<file path="config.mk">
export PLATFORM = sky130hd
export DESIGN_NAME = i2c_addr_detect
export DESIGN_NICKNAME = d
export VERILOG_FILES = /design/src/rtl/i2c_af_pkg.sv /design/src/rtl/i2c_af_cond.sv /design/src/rtl/i2c_af_shift.sv /design/src/rtl/i2c_af_classify.sv /design/src/rtl/i2c_addr_detect.sv
export SDC_FILE = /design/constraint.sdc
export NUM_CORES = 1
export LEC_CHECK = 0
export BUFFER_PORTS_ARGS = -buffer_cell sky130_fd_sc_hd__buf_2
export CORE_ASPECT_RATIO = 0.75
export CORE_MARGIN = 5
export CORE_UTILIZATION = 55
export CTS_BUF_LIST = sky130_fd_sc_hd__clkbuf_16
export DETAILED_ROUTE_END_ITERATION = 16
export GPL_ROUTABILITY_DRIVEN = 0
export MAX_ROUTING_LAYER = met4
export PLACE_DENSITY = 0.83
export RECOVER_POWER = 25
export SYNTH_ARGS = -nofsm -noshare
export SYNTH_HDL_FRONTEND = slang
export SYNTH_HIERARCHICAL = 1
export SYNTH_SLANG_ARGS = --single-unit
</file>
<file path="constraint.sdc">
create_clock -name clk -period 3.1 [get_ports clk]
set_clock_uncertainty 0.15 [all_clocks]
set_input_delay 0.465 -clock clk [delete_from_list [all_inputs] [get_ports clk]]
set_output_delay 0.465 -clock clk [all_outputs]
set_load 0.01 [all_outputs]
</file>
<file path="src/rtl/i2c_af_pkg.sv">
package i2c_af_pkg;
  localparam int BYTE_W   = 8;
  localparam int ADDR7_W  = 7;
  localparam int ADDR10_W = 10;

  localparam logic [BYTE_W-1:0] GC_CMD_RESET  = 8'h06;
  localparam logic [BYTE_W-1:0] GC_CMD_RELOAD = 8'h04;

  typedef enum logic [2:0] {
    PH_IDLE,
    PH_HDR,
    PH_LSB10,
    PH_GCCMD,
    PH_HOLD
  } phase_t;

  typedef enum logic [2:0] {
    AC_GCALL,
    AC_STARTB,
    AC_RSVD,
    AC_TENHDR,
    AC_SEVEN
  } addr_class_t;
endpackage

</file>
<file path="src/rtl/i2c_af_cond.sv">
// Bus condition and clock-edge detector on the synchronized lines.
module i2c_af_cond (
  input  logic clk,
  input  logic rst_n,
  input  logic scl_i,
  input  logic sda_i,
  output logic start_p,
  output logic stop_p,
  output logic rise_p,
  output logic fall_p,
  output logic sda_s
);
  logic scl_q1, scl_q2, sda_q1, sda_q2;

  always_ff @(posedge clk) begin
    if (!rst_n) begin
      scl_q1 <= 1'b1;
      scl_q2 <= 1'b1;
      sda_q1 <= 1'b1;
      sda_q2 <= 1'b1;
    end else begin
      scl_q1 <= scl_i;
      scl_q2 <= scl_q1;
      sda_q1 <= sda_i;
      sda_q2 <= sda_q1;
    end
  end

  // data edges only count as conditions while the clock stays high
  assign start_p = scl_q1 & scl_q2 & sda_q2 & ~sda_q1;
  assign stop_p  = scl_q1 & scl_q2 & ~sda_q2 & sda_q1;
  assign rise_p  = scl_q1 & ~scl_q2;
  assign fall_p  = ~scl_q1 & scl_q2;
  assign sda_s   = sda_q1;
endmodule

</file>
<file path="src/rtl/i2c_af_shift.sv">
// Byte shifter with acknowledge-slot tracking.
module i2c_af_shift #(
  parameter int DATA_W = 8
) (
  input  logic              clk,
  input  logic              rst_n,
  input  logic              clear,
  input  logic              en,
  input  logic              rise_p,
  input  logic              fall_p,
  input  logic              sda_s,
  output logic [DATA_W-1:0] byte_o,
  output logic              ack_open,
  output logic              ack_close
);
  localparam int CNT_W = $clog2(DATA_W + 2);
  localparam logic [CNT_W-1:0] FULL  = CNT_W'(DATA_W);
  localparam logic [CNT_W-1:0] INACK = CNT_W'(DATA_W + 1);

  logic [CNT_W-1:0]  cnt;
  logic [DATA_W-1:0] sh;

  assign ack_open  = en & fall_p & (cnt == FULL);
  assign ack_close = en & fall_p & (cnt == INACK);
  assign byte_o    = sh;

  always_ff @(posedge clk) begin
    if (!rst_n) begin
      cnt <= '0;
      sh  <= '0;
    end else if (clear) begin
      cnt <= '0;
    end else if (en) begin
      if (rise_p && cnt < FULL) begin
        sh  <= {sh[DATA_W-2:0], sda_s};
        cnt <= cnt + CNT_W'(1);
      end else if (ack_open) begin
        cnt <= INACK;
      end else if (ack_close) begin
        cnt <= '0;
      end
    end
  end
endmodule

</file>
<file path="src/rtl/i2c_af_classify.sv">
// Sorts a first byte into the reserved address classes.
module i2c_af_classify
  import i2c_af_pkg::*;
(
  input  logic [BYTE_W-1:0]  hdr,
  input  logic [ADDR7_W-1:0] own7,
  input  logic [1:0]         own10_hi,
  output addr_class_t        cls,
  output logic               hit7,
  output logic               hit10hi
);
  logic [ADDR7_W-1:0] addr;
  assign addr = hdr[BYTE_W-1:1];

  always_comb begin
    if (addr == '0)
      cls = hdr[0] ? AC_STARTB : AC_GCALL;
    else if (addr[6:3] == 4'b0000)
      cls = AC_RSVD;
    else if (addr[6:2] == 5'b11111)
      cls = AC_RSVD;
    else if (addr[6:2] == 5'b11110)
      cls = AC_TENHDR;
    else
      cls = AC_SEVEN;
  end

  assign hit7    = (addr == own7);
  assign hit10hi = (addr[1:0] == own10_hi);
endmodule

</file>
<file path="src/rtl/i2c_addr_detect.sv">
module i2c_addr_detect
  import i2c_af_pkg::*;
#(
  parameter int SEL_W = 2
) (
  input  logic                     clk,
  input  logic                     rst_n,
  input  logic                     scl_i,
  input  logic                     sda_i,
  input  logic [ADDR7_W-SEL_W-1:0] cfg_addr_hi,
  input  logic [SEL_W-1:0]         sel_pins,
  input  logic [ADDR10_W-1:0]      cfg_addr10,
  input  logic                     gc_en,
  input  logic                     ten_en,
  output logic                     sda_pull,
  output logic                     match,
  output logic                     rw,
  output logic                     gc_reset,
  output logic                     gc_reload,
  output logic                     gc_active
);
  logic start_p, stop_p, rise_p, fall_p, sda_s;
  logic ack_open, ack_close, shift_en;
  logic [BYTE_W-1:0] byte_q;
  logic [SEL_W-1:0]  sel_q;
  logic [ADDR7_W-1:0] own7;
  addr_class_t cls;
  logic hit7, hit10hi;
  phase_t phase, pend;
  logic ten_armed;

  // decision for the current acknowledge slot
  logic   ack_d, match_d, rw_d, gcset_d, gcrst_d, gcrld_d, arm_d;
  phase_t nxt_d;

  i2c_af_cond u_cond (
    .clk(clk), .rst_n(rst_n), .scl_i(scl_i), .sda_i(sda_i),
    .start_p(start_p), .stop_p(stop_p), .rise_p(rise_p), .fall_p(fall_p),
    .sda_s(sda_s)
  );

  assign shift_en = (phase == PH_HDR) || (phase == PH_LSB10) || (phase == PH_GCCMD);

  i2c_af_shift #(.DATA_W(BYTE_W)) u_shift (
    .clk(clk), .rst_n(rst_n), .clear(start_p | stop_p), .en(shift_en),
    .rise_p(rise_p), .fall_p(fall_p), .sda_s(sda_s),
    .byte_o(byte_q), .ack_open(ack_open), .ack_close(ack_close)
  );

  assign own7 = {cfg_addr_hi, sel_q};

  i2c_af_classify u_cls (
    .hdr(byte_q), .own7(own7), .own10_hi(cfg_addr10[ADDR10_W-1:ADDR10_W-2]),
    .cls(cls), .hit7(hit7), .hit10hi(hit10hi)
  );

  always_comb begin
    ack_d   = 1'b0;
    nxt_d   = PH_HOLD;
    match_d = 1'b0;
    rw_d    = rw;
    gcset_d = 1'b0;
    gcrst_d = 1'b0;
    gcrld_d = 1'b0;
    arm_d   = ten_armed;
    case (phase)
      PH_HDR: begin
        arm_d = 1'b0;
        case (cls)
          AC_GCALL: if (gc_en) begin
            ack_d   = 1'b1;
            nxt_d   = PH_GCCMD;
            gcset_d = 1'b1;
          end
          AC_SEVEN: if (hit7) begin
            ack_d   = 1'b1;
            match_d = 1'b1;
            rw_d    = byte_q[0];
          end
          AC_TENHDR: if (ten_en && hit10hi) begin
            if (!byte_q[0]) begin
              ack_d = 1'b1;
              nxt_d = PH_LSB10;
            end else if (ten_armed) begin
              ack_d   = 1'b1;
              match_d = 1'b1;
              rw_d    = 1'b1;
              arm_d   = 1'b1;
            end
          end
          default: ;
        endcase
      end
      PH_LSB10: if (byte_q == cfg_addr10[BYTE_W-1:0]) begin
        ack_d   = 1'b1;
        match_d = 1'b1;
        rw_d    = 1'b0;
        arm_d   = 1'b1;
      end
      PH_GCCMD: begin
        if (byte_q == GC_CMD_RESET) begin
          ack_d   = 1'b1;
          gcrst_d = 1'b1;
          gcrld_d = 1'b1;
        end else if (byte_q == GC_CMD_RELOAD) begin
          ack_d   = 1'b1;
          gcrld_d = 1'b1;
        end
      end
      default: ;
    endcase
  end

  always_ff @(posedge clk) begin
    if (!rst_n) begin
      phase     <= PH_IDLE;
      pend      <= PH_HOLD;
      sda_pull  <= 1'b0;
      match     <= 1'b0;
      rw        <= 1'b0;
      gc_reset  <= 1'b0;
      gc_reload <= 1'b0;
      gc_active <= 1'b0;
      ten_armed <= 1'b0;
      sel_q     <= sel_pins;
    end else begin
      match     <= 1'b0;
      gc_reset  <= 1'b0;
      gc_reload <= 1'b0;
      if (stop_p) begin
        phase     <= PH_IDLE;
        sda_pull  <= 1'b0;
        gc_active <= 1'b0;
        ten_armed <= 1'b0;
      end else if (start_p) begin
        phase     <= PH_HDR;
        sda_pull  <= 1'b0;
        gc_active <= 1'b0;
      end else if (ack_open) begin
        ten_armed <= arm_d;
        if (ack_d) begin
          sda_pull  <= 1'b1;
          pend      <= nxt_d;
          match     <= match_d;
          rw        <= rw_d;
          gc_reset  <= gcrst_d;
          gc_reload <= gcrld_d;
          if (gcset_d) gc_active <= 1'b1;
          if (gcrld_d) sel_q <= sel_pins;
        end else begin
          phase <= PH_HOLD;
        end
      end else if (ack_close) begin
        sda_pull <= 1'b0;
        phase    <= pend;
      end
    end
  end
endmodule

</file>
==> results of run 1 <==
==> cell type report <==
class / instances / area [µm²] / area share (%)
Sequential cell: 31 / 641 / 30.5
Clock inverter: 2 / 8.76 / 0.418
Inverter: 7 / 26.3 / 1.25
Timing Repair Buffer: 30 / 150 / 7.16
Clock buffer: 5 / 125 / 5.97
Tap cell: 38 / 47.5 / 2.27
Multi-Input combinational cell: 155 / 1100 / 52.4
==> power by group through the flow <==
stage	registers, W	logic [W]	clock network, W
6_report	0.000413	0.0000609	0.000438
5_1_grt	0.000413	0.0000660	0.000467
4_1_cts	0.000413	0.0000605	0.000446
3_5_place_dp	0.000420	0.0000599	0
3_3_place_gp	0.000420	0.0000594	0
2_1_floorplan	0.000419	0.0000356	0
==> flip-flops by register name (all words and copies together) (netlist names), 2 cells and up <==
name and flops:
u_shift/byte_o 8, pend 3, u_shift/cnt 4, sel_q 2
phase 3
==> path summary, 6_finish.rpt <==
check                          from             to  slack, ns  depth (start not counted)
hold / removal                scl_i  u_cond/scl_q1       0.22                          2
setup / recovery  u_shift/byte_o[4]        pend[2]       0.48                          9
setup reg to reg  u_shift/byte_o[4]        pend[2]       0.48                          9
hold reg to reg                  rw             rw       0.33                          2
==> cell families after synthesis <==
kind of cell	Yosys count
AOI/OAI and AO/OA	34
xor gates and xnor gates	18
adders and majority gates	3
buffers and inverters	9
DFF	31
muxes	4
and+or+nand+nor	96
==> worst max-delay path, stage by stage (launching register included) <==
cell and delay, ns:
sky130_fd_sc_hd__dfxtp_1 0.40, sky130_fd_sc_hd__nor4_4 0.38, sky130_fd_sc_hd__nand3_1 0.12, sky130_fd_sc_hd__a21oi_1 0.27, sky130_fd_sc_hd__and3b_1 0.27, sky130_fd_sc_hd__o2111a_1 0.22
sky130_fd_sc_hd__o21ai_2 0.11, sky130_fd_sc_hd__a31oi_4 0.24, sky130_fd_sc_hd__and3_1 0.20, sky130_fd_sc_hd__o21ai_0 0.08
==> cell usage in the layout, fill, tap and decap left out, types with 2 or more instances in the layout <==
master and count:
sky130_fd_sc_hd__dfxtp_1 29, sky130_fd_sc_hd__nand2_1 25, sky130_fd_sc_hd__buf_2 24, sky130_fd_sc_hd__nor2_1 18, sky130_fd_sc_hd__xor2_1 13, sky130_fd_sc_hd__nand2b_1 8
sky130_fd_sc_hd__a21oi_1 8, sky130_fd_sc_hd__inv_1 7, sky130_fd_sc_hd__nor2b_1 6, sky130_fd_sc_hd__nand4_1 5, sky130_fd_sc_hd__xnor2_1 5, sky130_fd_sc_hd__clkbuf_16 5
sky130_fd_sc_hd__a21boi_1 5, sky130_fd_sc_hd__nand3_1 4, sky130_fd_sc_hd__o21ai_0 4, sky130_fd_sc_hd__mux2i_1 4, sky130_fd_sc_hd__clkbuf_1 4, sky130_fd_sc_hd__nor3_1 3
sky130_fd_sc_hd__a21boi_0 3, sky130_fd_sc_hd__ha_1 3, sky130_fd_sc_hd__nor4_1 2, sky130_fd_sc_hd__nand3b_1 2, sky130_fd_sc_hd__and3b_1 2, sky130_fd_sc_hd__nor4_4 2
sky130_fd_sc_hd__o21ai_2 2, sky130_fd_sc_hd__a31oi_4 2, sky130_fd_sc_hd__nor3b_1 2, sky130_fd_sc_hd__and2_1 2, sky130_fd_sc_hd__and3_1 2, sky130_fd_sc_hd__buf_4 2
sky130_fd_sc_hd__edfxtp_1 2, sky130_fd_sc_hd__and4b_1 2
==> through the flow <==
| step | util (%) | hold WS [ns] | power, W |
|---|---|---|---|
| detailed placement | 65.2 | 0.321 | 0.000480 |
| finish | 69.4 | 0.224 | 0.000912 |
| CTS | 69.6 | 0.219 | 0.000919 |
| global placement | 65.2 | 0.292 | 0.000480 |
| global route | 69.4 | 0.233 | 0.000946 |
| floorplan | - | 0.291 | 0.000455 |
==> layer usage <==
metal	up-vias	global-route usage (%)	share of wire (%)	routed length [µm]
met2	54	28.4	44	1720
met3	2	5.08	6.9	269
met1	713	26.2	48	1860
met5	-	-	0	0
li1	754	-	-	-
met4	0	5.49	0.49	19
==> out/qor.log, run 1 <==
INFO  status         status=complete, no violations
INFO  yosys          netlist.top_cell.by_area=sky130_fd_sc_hd__dfxtp_1
INFO  yosys          fraction_of_post_synthesis_cell_area_in_the_top_cell_type_by_area=32.7%
INFO  clock_network  number_of_hold_buffers_added_after_cts=0
INFO  setup_path     worst-path-max-fanout=7
INFO  yosys          syn-mean-instance-area=9.12µm²
INFO  yosys          postSynth.topFlopCell=sky130_fd_sc_hd__dfxtp_1
INFO  die            io_pins=29
INFO  die            floorplan.die.height=59.2µm
INFO  power          seq_power_share=45.3%
INFO  timing         period_share=84.5%
INFO  yosys          synth.most_common_cell=sky130_fd_sc_hd__dfxtp_1
INFO  timing         grt_setup_unrepaired=no
INFO  yosys          yosys_register_bits=31
INFO  place          placement.io_buffers=28
INFO  clock_network  post_cts_resized=0
INFO  layout         post-route-cell-area=2100µm²
INFO  layout         final_cell_count_no_fill=268
INFO  yosys          synth_compound_area_share=15.1%
INFO  power          switching_share=20.6%
INFO  layout         area_delta_synth_final=17.9%
INFO  min_path       worstHoldPathType=in2reg
INFO  clock_network  clkSinkCount=31
INFO  clock_network  cts_made_buffers=5
INFO  layout         inserted_diodes=0
INFO  timing         relSlewSlack=42.7%
INFO  timing         timing.setup.tns=0ns
INFO  yosys          post_synth_fa_ha_maj_area_fraction=2.11%
INFO  yosys          post_synth_instance_area=1780µm²
INFO  detailed_routing drt-initial-drc-count=125
INFO  die            floorplan.die_area=4480µm²
INFO  detailed_routing vias_per_cell=5.68
INFO  global_route   largest_net_degree_at_the_start_of_global_routing=24
INFO  power          total_leakage_power=0.855nW
INFO  die            die-width=75.7µm
INFO  timing         max_freq=382MHz
INFO  global_route   antenna_found_initial=0
INFO  yosys          ys_warn_count=6
INFO  clock_network  root_buf_cell=sky130_fd_sc_hd__clkbuf_16
INFO  setup_path     critical_path.endpoint_type=register
INFO  power          power.combinational.fraction=6.7%
INFO  setup_path     critical_path_required=3.05ns
INFO  timing         max_slew.worst_pin.slew=0.860ns
INFO  detailed_routing wirelength=3870µm
INFO  global_route   first_global_vias=1365
INFO  power          share_clk_of_total_power=48.0%
INFO  yosys          async_flop_share=0%
INFO  yosys          synth_area_leaders=sky130_fd_sc_hd__dfxtp_1 (33%), sky130_fd_sc_hd__xor2_1 (6.4%), sky130_fd_sc_hd__nand2_1 (5.3%), sky130_fd_sc_hd__nor2_1 (3.8%), sky130_fd_sc_hd__edfxtp_1 (3.4%)
INFO  layout         final_net_count=256
INFO  setup_path     start_kind=register
INFO  timing         layout_min_cycle_time=2.62ns
INFO  detailed_routing wl_per_cell=14.4µm
INFO  yosys          synth_xor_area_share=8.87%
INFO  die            core-area=3020µm²
INFO  power          net-switching-power=0.000188W
INFO  global_route   grt_use_total=19.4%
INFO  clock_network  clkLatencyLatePin=0.27ns
INFO  yosys          yosys.area_share.simple=33.5%
INFO  yosys          syn-num-nets=221
INFO  yosys          synthesis.instances=195
INFO  global_route   grt_pass1_wl=6350µm
INFO  place          post-place-cells=261
INFO  power          vdd_drop_max=0.347mV
INFO  layout         layout-drive-gt1-share=20.4%
INFO  power          power.density_cell_area=435nW/µm²
INFO  yosys          synth.distinct_cells=51
INFO  place          detailedPlace.worstSlack=0.585ns
INFO  die            floorplan.rows=17
INFO  yosys          yosys-mux-area-fraction=2.25%
INFO  power          power_internal=0.000724W
INFO  setup_path     worstSetupPathType=reg2reg
INFO  yosys          post_synth_most_frequent_cells=sky130_fd_sc_hd__dfxtp_1 (29), sky130_fd_sc_hd__nand2_1 (25), sky130_fd_sc_hd__nor2_1 (18)
INFO  timing         finalMaxSlewViolations=0
INFO  detailed_routing number_of_detailed_routing_iterations_run_before_antenna_repair=5
INFO  yosys          yosysSeqAreaShare=36.0%
INFO  detailed_routing post-route-drc-count=0
INFO  timing         final_hold_viol_count=0
INFO  clock_network  tritoncts=done
INFO  global_route   grt_overflow_total=0
INFO  place          postPlaceCellArea=1970µm²
INFO  detailed_routing antenna_violating_nets_left=0
INFO  yosys          synth_enable_flop_cells=2
INFO  clock_network  clk_pin_slew=0.05ns
INFO  clock_network  clock_tree.buffer_depth=2
INFO  flow_run       max_cap_viol_count=0
INFO  clock_network  postCtsSetupRepairBufs=0
INFO  clock_network  cts-htree-levels=2
INFO  yosys          synth_top_family_by_area=simple AND/OR/NAND/NOR gates
INFO  setup_path     critical_path_arrival=2.57ns
INFO  die            initial_utilization=58.9%
INFO  timing         final_critical_path_setup_slack=0.481ns
INFO  layout         fillCellCount=249
INFO  timing         setup_violations=0
INFO  detailed_routing num_vias=1523
INFO  place          post-dp-hpwl=2880µm
Power figures use the tool's default switching activity.
==> run 2, diff against run 1 <==
==> constraint.sdc (replaced) <==
create_clock -name clk -period 2.6 [get_ports clk]
set_clock_uncertainty 0.15 [all_clocks]
set_input_delay 0.39 -clock clk [delete_from_list [all_inputs] [get_ports clk]]
set_output_delay 0.39 -clock clk [all_outputs]
set_load 0.01 [all_outputs]
==> run 2 against run 1 <==
Effect of this change: via count stayed put; fmax is 6.4% higher; sequential share of layout area is 0.86 points lower; clock power is 47% higher; register-to-register slack worse by 0.34 ns; clock-buffer cell count stayed put; power is 32% higher; sequential power is 19% higher; sequential cell count stayed put; non-clock buffer count is 4 higher; first-iteration DRC count is 1.6% higher; critical path type unchanged; largest cell class unchanged; highest routed layer unchanged.
==> out/qor.log, run 2 (synthesis gave the netlist of run 1 again) <==
INFO  place          placement.io_buffers=28 [unchanged]
INFO  clock_network  number_of_hold_buffers_added_after_cts=0 [unchanged]
INFO  die            die-width=75.7µm [unchanged]
INFO  place          post-dp-hpwl=2950µm [+2.5%]
INFO  setup_path     critical_path_required=2.62ns [-0.43 ns]
INFO  detailed_routing routed-wl-met3=272µm [+1.1%]
INFO  layout         inserted_diodes=0 [unchanged]
INFO  detailed_routing detailroute.wirelength.met2=1640µm [-4.5%]
INFO  clock_network  clk_pin_slew=0.05ns [about the same]
INFO  detailed_routing wirelength=3850µm [-0.59%]
INFO  status         status=complete, no violations
INFO  die            floorplan.rows=17 [unchanged]
INFO  power          vdd_drop_max=0.528mV [+52%]
INFO  power          total_power=0.00121W [+32%]
INFO  clock_network  clock_tree.buffer_depth=2 [unchanged]
INFO  clock_network  cts_made_buffers=5 [unchanged]
INFO  detailed_routing num_vias=1523 [unchanged]
INFO  layout         layout-drive-gt1-share=24.3% [+3.8 points]
INFO  setup_path     start_kind=register
INFO  timing         finalMaxSlewViolations=0 [unchanged]
INFO  timing         final_hold_viol_count=0 [unchanged]
INFO  clock_network  tritoncts=done
INFO  detailed_routing met1_length=1900µm [+1.9%]
INFO  global_route   grt_overflow_total=0 [unchanged]
INFO  detailed_routing wl_per_cell=14.1µm [-2.4%]
INFO  detailed_routing post-route-drc-count=0 [unchanged]
INFO  timing         relSlewSlack=72.2% [+30 points]
INFO  power          power.density_cell_area=557nW/µm² [+28%]
INFO  setup_path     worstSetupPathType=reg2reg
INFO  detailed_routing number_of_detailed_routing_iterations_run_before_antenna_repair=4 [-1]
INFO  detailed_routing drt-initial-drc-count=127 [+1.6%]
INFO  detailed_routing routed.top_layer=met4
INFO  die            floorplan.die_area=4480µm² [unchanged]
INFO  global_route   grt_pass1_wl=6580µm [+3.6%]
INFO  setup_path     critical_path.endpoint_type=register
INFO  global_route   largest_net_degree_at_the_start_of_global_routing=24 [unchanged]
INFO  timing         max_slew.worst_pin.slew=0.411ns [-0.449 ns]
INFO  power          total_leakage_power=0.894nW [+4.6%]
INFO  clock_network  clkLatencyLatePin=0.28ns [about the same]
INFO  clock_network  cts-htree-levels=2 [unchanged]
INFO  die            io_pins=29 [unchanged]
INFO  timing         max_freq=406MHz [+6.4%]
INFO  timing         period_share=94.6% [+10 points]
INFO  layout         fillCellCount=235 [-5.6%]
INFO  layout         layout.cells.most_common=sky130_fd_sc_hd__dfxtp_1
INFO  timing         layout_min_cycle_time=2.46ns [-0.158 ns]
INFO  global_route   first_global_vias=1431 [+4.8%]
INFO  die            floorplan.die.height=59.2µm [unchanged]
INFO  setup_path     critPathSlowestCell=sky130_fd_sc_hd__dfxtp_1
INFO  layout         final_net_count=260 [+1.6%]
INFO  setup_path     crit_path_cell_trace=nor4_4 -> nand2_1 -> o22a_2 -> and3b_2 -> o2111a_1 -> o21ai_2 -> a31oi_4 -> and3_1 -> o21a_1
INFO  min_path       worstHoldPathType=in2reg
INFO  flow_run       max_cap_viol_count=0 [unchanged]
INFO  layout         mostFrequentLayoutCells=sky130_fd_sc_hd__dfxtp_1 (27), sky130_fd_sc_hd__nand2_1 (25), sky130_fd_sc_hd__buf_2 (25), sky130_fd_sc_hd__nor2_1 (18), sky130_fd_sc_hd__xor2_1 (13)
INFO  die            initial_utilization=58.9% [unchanged]
INFO  detailed_routing antenna_violating_nets_left=0 [unchanged]
INFO  setup_path     r2r_slack=0.14ns [-0.34 ns]
INFO  timing         setup_violations=0 [unchanged]
INFO  die            core-area=3020µm² [unchanged]
INFO  setup_path     critical_path_arrival=2.48ns [-0.09 ns]
INFO  setup_path     worst-path-max-fanout=6 [-1]
INFO  detailed_routing vias_per_cell=5.58 [-1.8%]
INFO  layout         fin_util=71.7% [+2.3 points]
INFO  layout         area_delta_synth_final=21.8%
INFO  clock_network  clkSinkCount=31 [unchanged]
INFO  clock_network  root_buf_cell=sky130_fd_sc_hd__clkbuf_16
INFO  global_route   antenna_found_initial=0 [unchanged]
INFO  layout         largest_register_ff_count=8 [unchanged]
INFO  setup_path     max_stage_delay=0.38ns [-0.02 ns]
INFO  global_route   grt_use_total=20.2% [+0.83 points]
-- run 2: final timing paths --
path,startpoint,end,depth (start not counted)
hold reg to reg,gc_active,gc_active,2
setup reg to reg,u_shift/byte_o[7],pend[1],9
setup / recovery,u_shift/byte_o[7],pend[1],9
hold / removal,scl_i,u_cond/scl_q1,2
-- run 2: report_power, final --
group / leakage (nW) / internal [W] / switching [W] / total (W)
sequential: 0.255 / 0.000487 / 0.00000501 / 0.000492
clock: 0.0812 / 0.000445 / 0.000197 / 0.000642
combinational: 0.557 / 0.0000342 / 0.0000391 / 0.0000733
total: 0.894 / 0.000966 / 0.000241 / 0.00121
-- run 2: cell type report --
cell class                 instances  area (µm²)  area share [%]
multi-input combinational        155        1100            51.0
sequential                        31         643            29.7
timing repair buffer              34         181            8.38
clock buffer                       5         125            5.78
tap                               38        47.5            2.20
clock inverter                     3        38.8            1.79
inverter                           7        26.3            1.21
-- run 2: repair_timing --
action	4_1_cts	5_1_grt
gates resized for setup	0	4
buffers inserted	0	1
endpoints found under the setup margin	0	9
-- run 2: critical path, delay by kind of cell (launching register included) --
kind	cells	cell delay, ns
flip-flops	1	0.38
AND/OR/NAND/NOR	4	0.89
AO/OA/AOI/OAI	5	0.92
-- run 2: per-layer routing --
| layer | track usage (%) | vias to the layer above |
|---|---|---|
| li1 | - | 768 |
| met1 | 26.8 | 705 |
| met2 | 28.7 | 45 |
| met3 | 6.27 | 5 |
| met4 | 7.23 | 0 |
| met5 | - | - |
-- run 2: per-stage QoR --
step	instances	instance area (µm²)	hold slack (ns)	TNS (ns)	setup WS (ns)
2_1_floorplan	195	1780	0.291	0	0.284
5_1_grt	273	2170	0.141	-0.00634	-0.00634
3_5_place_dp	264	1990	0.300	0	0.0483
4_1_cts	272	2150	0.134	0	0.0437
3_3_place_gp	264	1990	0.297	0	0.199
6_report	273	2170	0.136	0	0.140
==> run 3, diff against run 2 <==
--- a/config.mk
+++ b/config.mk
@@ -5,6 +5,7 @@
 export SDC_FILE = /design/constraint.sdc
 export NUM_CORES = 1
 export LEC_CHECK = 0
+export ABC_AREA = 1
 export BUFFER_PORTS_ARGS = -buffer_cell sky130_fd_sc_hd__buf_2
 export CORE_ASPECT_RATIO = 0.75
 export CORE_MARGIN = 5
@@ -13,7 +14,7 @@
 export DETAILED_ROUTE_END_ITERATION = 16
 export GPL_ROUTABILITY_DRIVEN = 0
 export MAX_ROUTING_LAYER = met4
-export PLACE_DENSITY = 0.83
+export PLACE_DENSITY = 0.82
 export RECOVER_POWER = 25
 export SYNTH_ARGS = -nofsm -noshare
 export SYNTH_HDL_FRONTEND = slang
==> run 3 against run 2 <==
Effect of this change: fmax increased by 4.7%; utilization shrank 5.2 points; sequential cell count unchanged; critical path depth up 3; final area grew 11%; setup slack improved by 0.11 ns; synthesized cell count increased by 51%; register-to-register slack improved by 0.11 ns; via count up 26%; power rose by 4.6%; highest routed layer unchanged.
==> out/qor.log, run 3 <==
INFO  status         status=complete, no violations
INFO  detailed_routing num_vias=1913 [+26%]
INFO  timing         max_freq=426MHz [+4.7%]
INFO  timing         finalMaxSlewViolations=0 [unchanged]
INFO  yosys          syn-mean-instance-area=6.89µm² [-24%]
INFO  setup_path     r2r_slack=0.25ns [+0.11 ns]
INFO  clock_network  clkSinkCount=31 [unchanged]
INFO  timing         relSlewSlack=48.6% [-24 points]
INFO  place          detailedPlace.worstSlack=0.344ns [+0.295 ns]
INFO  yosys          synth.most_common_cell=sky130_fd_sc_hd__nand2_1
INFO  clock_network  cts-htree-levels=2 [unchanged]
INFO  setup_path     critical_path_arrival=2.17ns [-0.31 ns]
INFO  setup_path     worstReg2RegEnd=sel_q[1]
INFO  timing         period_share=90.3% [-4.3 points]
INFO  yosys          fraction_of_post_synthesis_cell_area_in_the_top_cell_type_by_area=28.6% [-4.1 points]
INFO  detailed_routing wl_per_cell=12.0µm [-15%]
INFO  setup_path     critPathSlowestCell=sky130_fd_sc_hd__dfxtp_1
INFO  clock_network  post_cts_resized=0 [unchanged]
INFO  die            io_pins=29 [unchanged]
INFO  clock_network  postCtsSetupRepairBufs=0 [unchanged]
INFO  power          power.density_cell_area=526nW/µm² [-5.7%]
INFO  yosys          async_flop_share=0% [unchanged]
INFO  clock_network  tritoncts=done
INFO  clock_network  cts_made_buffers=5 [unchanged]
INFO  layout         layout-drive-gt1-share=24.1% [-0.16 points]
INFO  global_route   largest_net_degree_at_the_start_of_global_routing=19 [-21%]
INFO  place          post-dp-hpwl=3440µm [+17%]
INFO  detailed_routing drt-initial-drc-count=220 [+73%]
INFO  setup_path     start_kind=register
INFO  layout         fillCellCount=319 [+36%]
INFO  detailed_routing number_of_detailed_routing_iterations_run_before_antenna_repair=4 [unchanged]
INFO  yosys          yosysSeqAreaShare=31.5% [-4.5 points]
INFO  detailed_routing wirelength=4620µm [+20%]
INFO  die            core-area=3610µm² [+20%]
INFO  power          total_leakage_power=1.16nW [+30%]
INFO  timing         max_slew.worst_pin.slew=0.771ns [+0.360 ns]
INFO  clock_network  clkLatencyLatePin=0.28ns [about the same]
INFO  clock_network  clk_pin_slew=0.05ns [about the same]
INFO  die            floorplan.die.height=62.6µm [+5.7%]
INFO  setup_path     launch_point_of_the_worst_reg_to_reg_path=u_shift/byte_o[5]
INFO  yosys          yosys_register_bits=31 [unchanged]
INFO  setup_path     critical_path.endpoint_type=register
INFO  yosys          post_synth_most_frequent_cells=sky130_fd_sc_hd__nand2_1 (68), sky130_fd_sc_hd__inv_1 (43), sky130_fd_sc_hd__nor2_1 (41)
INFO  layout         area_delta_synth_final=18.3%
INFO  layout         layout.cells.most_common=sky130_fd_sc_hd__nand2_1
INFO  clock_network  clock_tree.buffer_depth=2 [unchanged]
INFO  yosys          synthesis.instances=295 [+51%]
INFO  clock_network  number_of_hold_buffers_added_after_cts=0 [unchanged]
INFO  layout         mostFrequentLayoutCells=sky130_fd_sc_hd__nand2_1 (68), sky130_fd_sc_hd__inv_1 (43), sky130_fd_sc_hd__nor2_1 (41), sky130_fd_sc_hd__dfxtp_1 (29), sky130_fd_sc_hd__buf_2 (24)
INFO  timing         timing.setup.tns=0ns [unchanged]
INFO  min_path       min_delay_worst_endpoint=u_cond/scl_q1
INFO  yosys          synth_enable_flop_cells=2 [unchanged]
INFO  timing         setup_violations=0 [unchanged]
INFO  yosys          post_synth_instance_area=2030µm² [+14%]
INFO  detailed_routing post-route-drc-count=0 [unchanged]
INFO  setup_path     max_stage_delay=0.50ns [+0.12 ns]
INFO  setup_path     worst-path-max-fanout=8 [+2]
INFO  layout         multi_input_area=1170µm² [+5.9%]
INFO  min_path       source_of_the_worst_hold_timing_path=scl_i
INFO  yosys          synth.distinct_cells=37 [-27%]
INFO  layout         register_area=641µm² [-0.39%]
INFO  clock_network  root_buf_cell=sky130_fd_sc_hd__clkbuf_16
INFO  global_route   grt_use_total=19.9% [-0.27 points]
INFO  layout         inserted_diodes=0 [unchanged]
INFO  flow_run       max_cap_viol_count=0 [unchanged]
INFO  min_path       whs_path_depth=3 [+1]
INFO  die            floorplan.rows=19 [+2]
INFO  timing         final_critical_path_setup_slack=0.251ns [+0.112 ns]
INFO  timing         layout_min_cycle_time=2.35ns [-0.112 ns]
INFO  yosys          netlist.top_cell.by_area=sky130_fd_sc_hd__dfxtp_1
INFO  timing         final_hold_viol_count=0 [unchanged]
INFO  global_route   first_global_vias=1776 [+24%]
INFO  place          placement.io_buffers=28 [unchanged]
INFO  setup_path     path_common_cell=sky130_fd_sc_hd__nand2_1
INFO  setup_path     r2r.worst_path.cells=12 [+3]
INFO  global_route   grt_overflow_total=0 [unchanged]
INFO  die            initial_utilization=56.2% [-2.6 points]
INFO  power          vdd_drop_max=0.456mV [-14%]
INFO  min_path       worstHoldPathType=in2reg
INFO  layout         final_net_count=357 [+37%]
INFO  yosys          synth_area_leaders=sky130_fd_sc_hd__dfxtp_1 (29%), sky130_fd_sc_hd__nand2_1 (13%), sky130_fd_sc_hd__inv_1 (7.9%), sky130_fd_sc_hd__nor2_1 (7.6%), sky130_fd_sc_hd__nand3_1 (4.2%)
INFO  setup_path     critical_path_required=2.42ns [-0.20 ns]
INFO  die            floorplan.die_area=5020µm² [+12%]
INFO  timing         grt_setup_unrepaired=no
INFO  global_route   grt_pass1_wl=7700µm [+17%]
INFO  setup_path     crit_path_cell_trace=nand4_1 -> nand2_1 -> inv_2 -> nor2_1 -> nand2_1 -> nor2_4 -> nand3_2 -> nand2_2 -> a21oi_4 -> nand2_4 -> nand4_2 -> nand2_1
INFO  layout         fin_util=66.5% [-5.2 points]
INFO  detailed_routing vias_per_cell=4.98 [-11%]
INFO  detailed_routing antenna_violating_nets_left=0 [unchanged]
INFO  yosys          postSynth.topFlopCell=sky130_fd_sc_hd__dfxtp_1
INFO  global_route   antenna_found_initial=0 [unchanged]
INFO  yosys          syn-num-nets=321 [+45%]
INFO  layout         largest_register_ff_count=8 [unchanged]
INFO  setup_path     worstSetupPathType=reg2reg
INFO  yosys          ys_warn_count=6 [unchanged]
INFO  die            die-width=80.2µm [+6.0%]
[run 3: cell types whose count changed after synthesis, moves of 5 or more]
cell / before / now
sky130_fd_sc_hd__nand2_1: 25 / 68
sky130_fd_sc_hd__inv_1: 7 / 43
sky130_fd_sc_hd__nor2_1: 18 / 41
sky130_fd_sc_hd__nand3_1: 4 / 17
sky130_fd_sc_hd__inv_2: 0 / 11
sky130_fd_sc_hd__xor2_1: 13 / 2
sky130_fd_sc_hd__o21ai_0: 4 / 13
sky130_fd_sc_hd__nand2b_1: 8 / 0
sky130_fd_sc_hd__nor2_2: 1 / 7
sky130_fd_sc_hd__nor2b_1: 6 / 0
sky130_fd_sc_hd__nand3_2: 0 / 5
sky130_fd_sc_hd__nor2_4: 0 / 5
[run 3: cells by family (layout without fill, tap and decap cells)]
logic type      after synthesis  in the layout  synth area share (%)
fa+ha+maj                     3              3                  1.85
buf+inv                      57             94                  11.0
flops                        31             31                  31.5
simple gates                163            163                  40.9
compound gates               31             31                  10.1
xor+xnor                     10             10                  4.68
[run 3: cell type report]
type                            instances  area share [%]
Clock buffer                            5            5.21
Clock inverter                          3            1.61
Inverter                               56            8.95
Multi-Input combinational cell        207            48.6
Sequential cell                        31            26.7
Tap cell                               52            2.71
Timing Repair Buffer                   30            6.25
[run 3: layer usage]
metal | share of wire (%) | vias to the layer above | global-route usage, %
met4 | 0.91 | 0 | 6.54
met1 | 46 | 854 | 26.2
met5 | 0 | - | -
met2 | 45 | 62 | 29.4
li1 | - | 990 | -
met3 | 8.3 | 7 | 5.48
[run 3: power by group]
| part | total, W | internal, W | switching (W) |
|---|---|---|---|
| Sequential | 0.000496 | 0.000489 | 0.00000745 |
| Combinational | 0.000114 | 0.0000433 | 0.0000708 |
| Clock | 0.000653 | 0.000446 | 0.000207 |
| Total | 0.00126 | 0.000978 | 0.000285 |
[run 3: critical path, delay by kind of cell (launching register included)]
family          cells  cell delay (ns)
buf+inv             1             0.06
simple gates       10             1.26
compound gates      1             0.06
flops               1             0.50
[run 3: worst max path at each step]
stage,depth (start not counted),endpoint,slack [ns],startpoint
6_report,12,sel_q[1],0.25,u_shift/byte_o[5]
4_1_cts,12,sel_q[1],0.27,u_shift/byte_o[5]
5_1_grt,13,sel_q[1],0.08,u_shift/byte_o[4]
2_1_floorplan,12,sel_q[0],0.56,u_shift/byte_o[6]
3_3_place_gp,12,sel_q[0],0.45,u_shift/byte_o[5]
3_5_place_dp,12,sel_q[1],0.34,u_shift/byte_o[5]
[run 3: metrics by stage]
step | instance area [µm²] | hold WS [ns] | power, W | std cells
5_1_grt | 2400 | 0.139 | 0.00131 | 384
6_report | 2400 | 0.129 | 0.00126 | 384
4_1_cts | 2410 | 0.123 | 0.00127 | 384
3_3_place_gp | 2240 | 0.287 | 0.000615 | 376
3_5_place_dp | 2240 | 0.300 | 0.000618 | 376
2_1_floorplan | 2030 | 0.279 | 0.000581 | 295
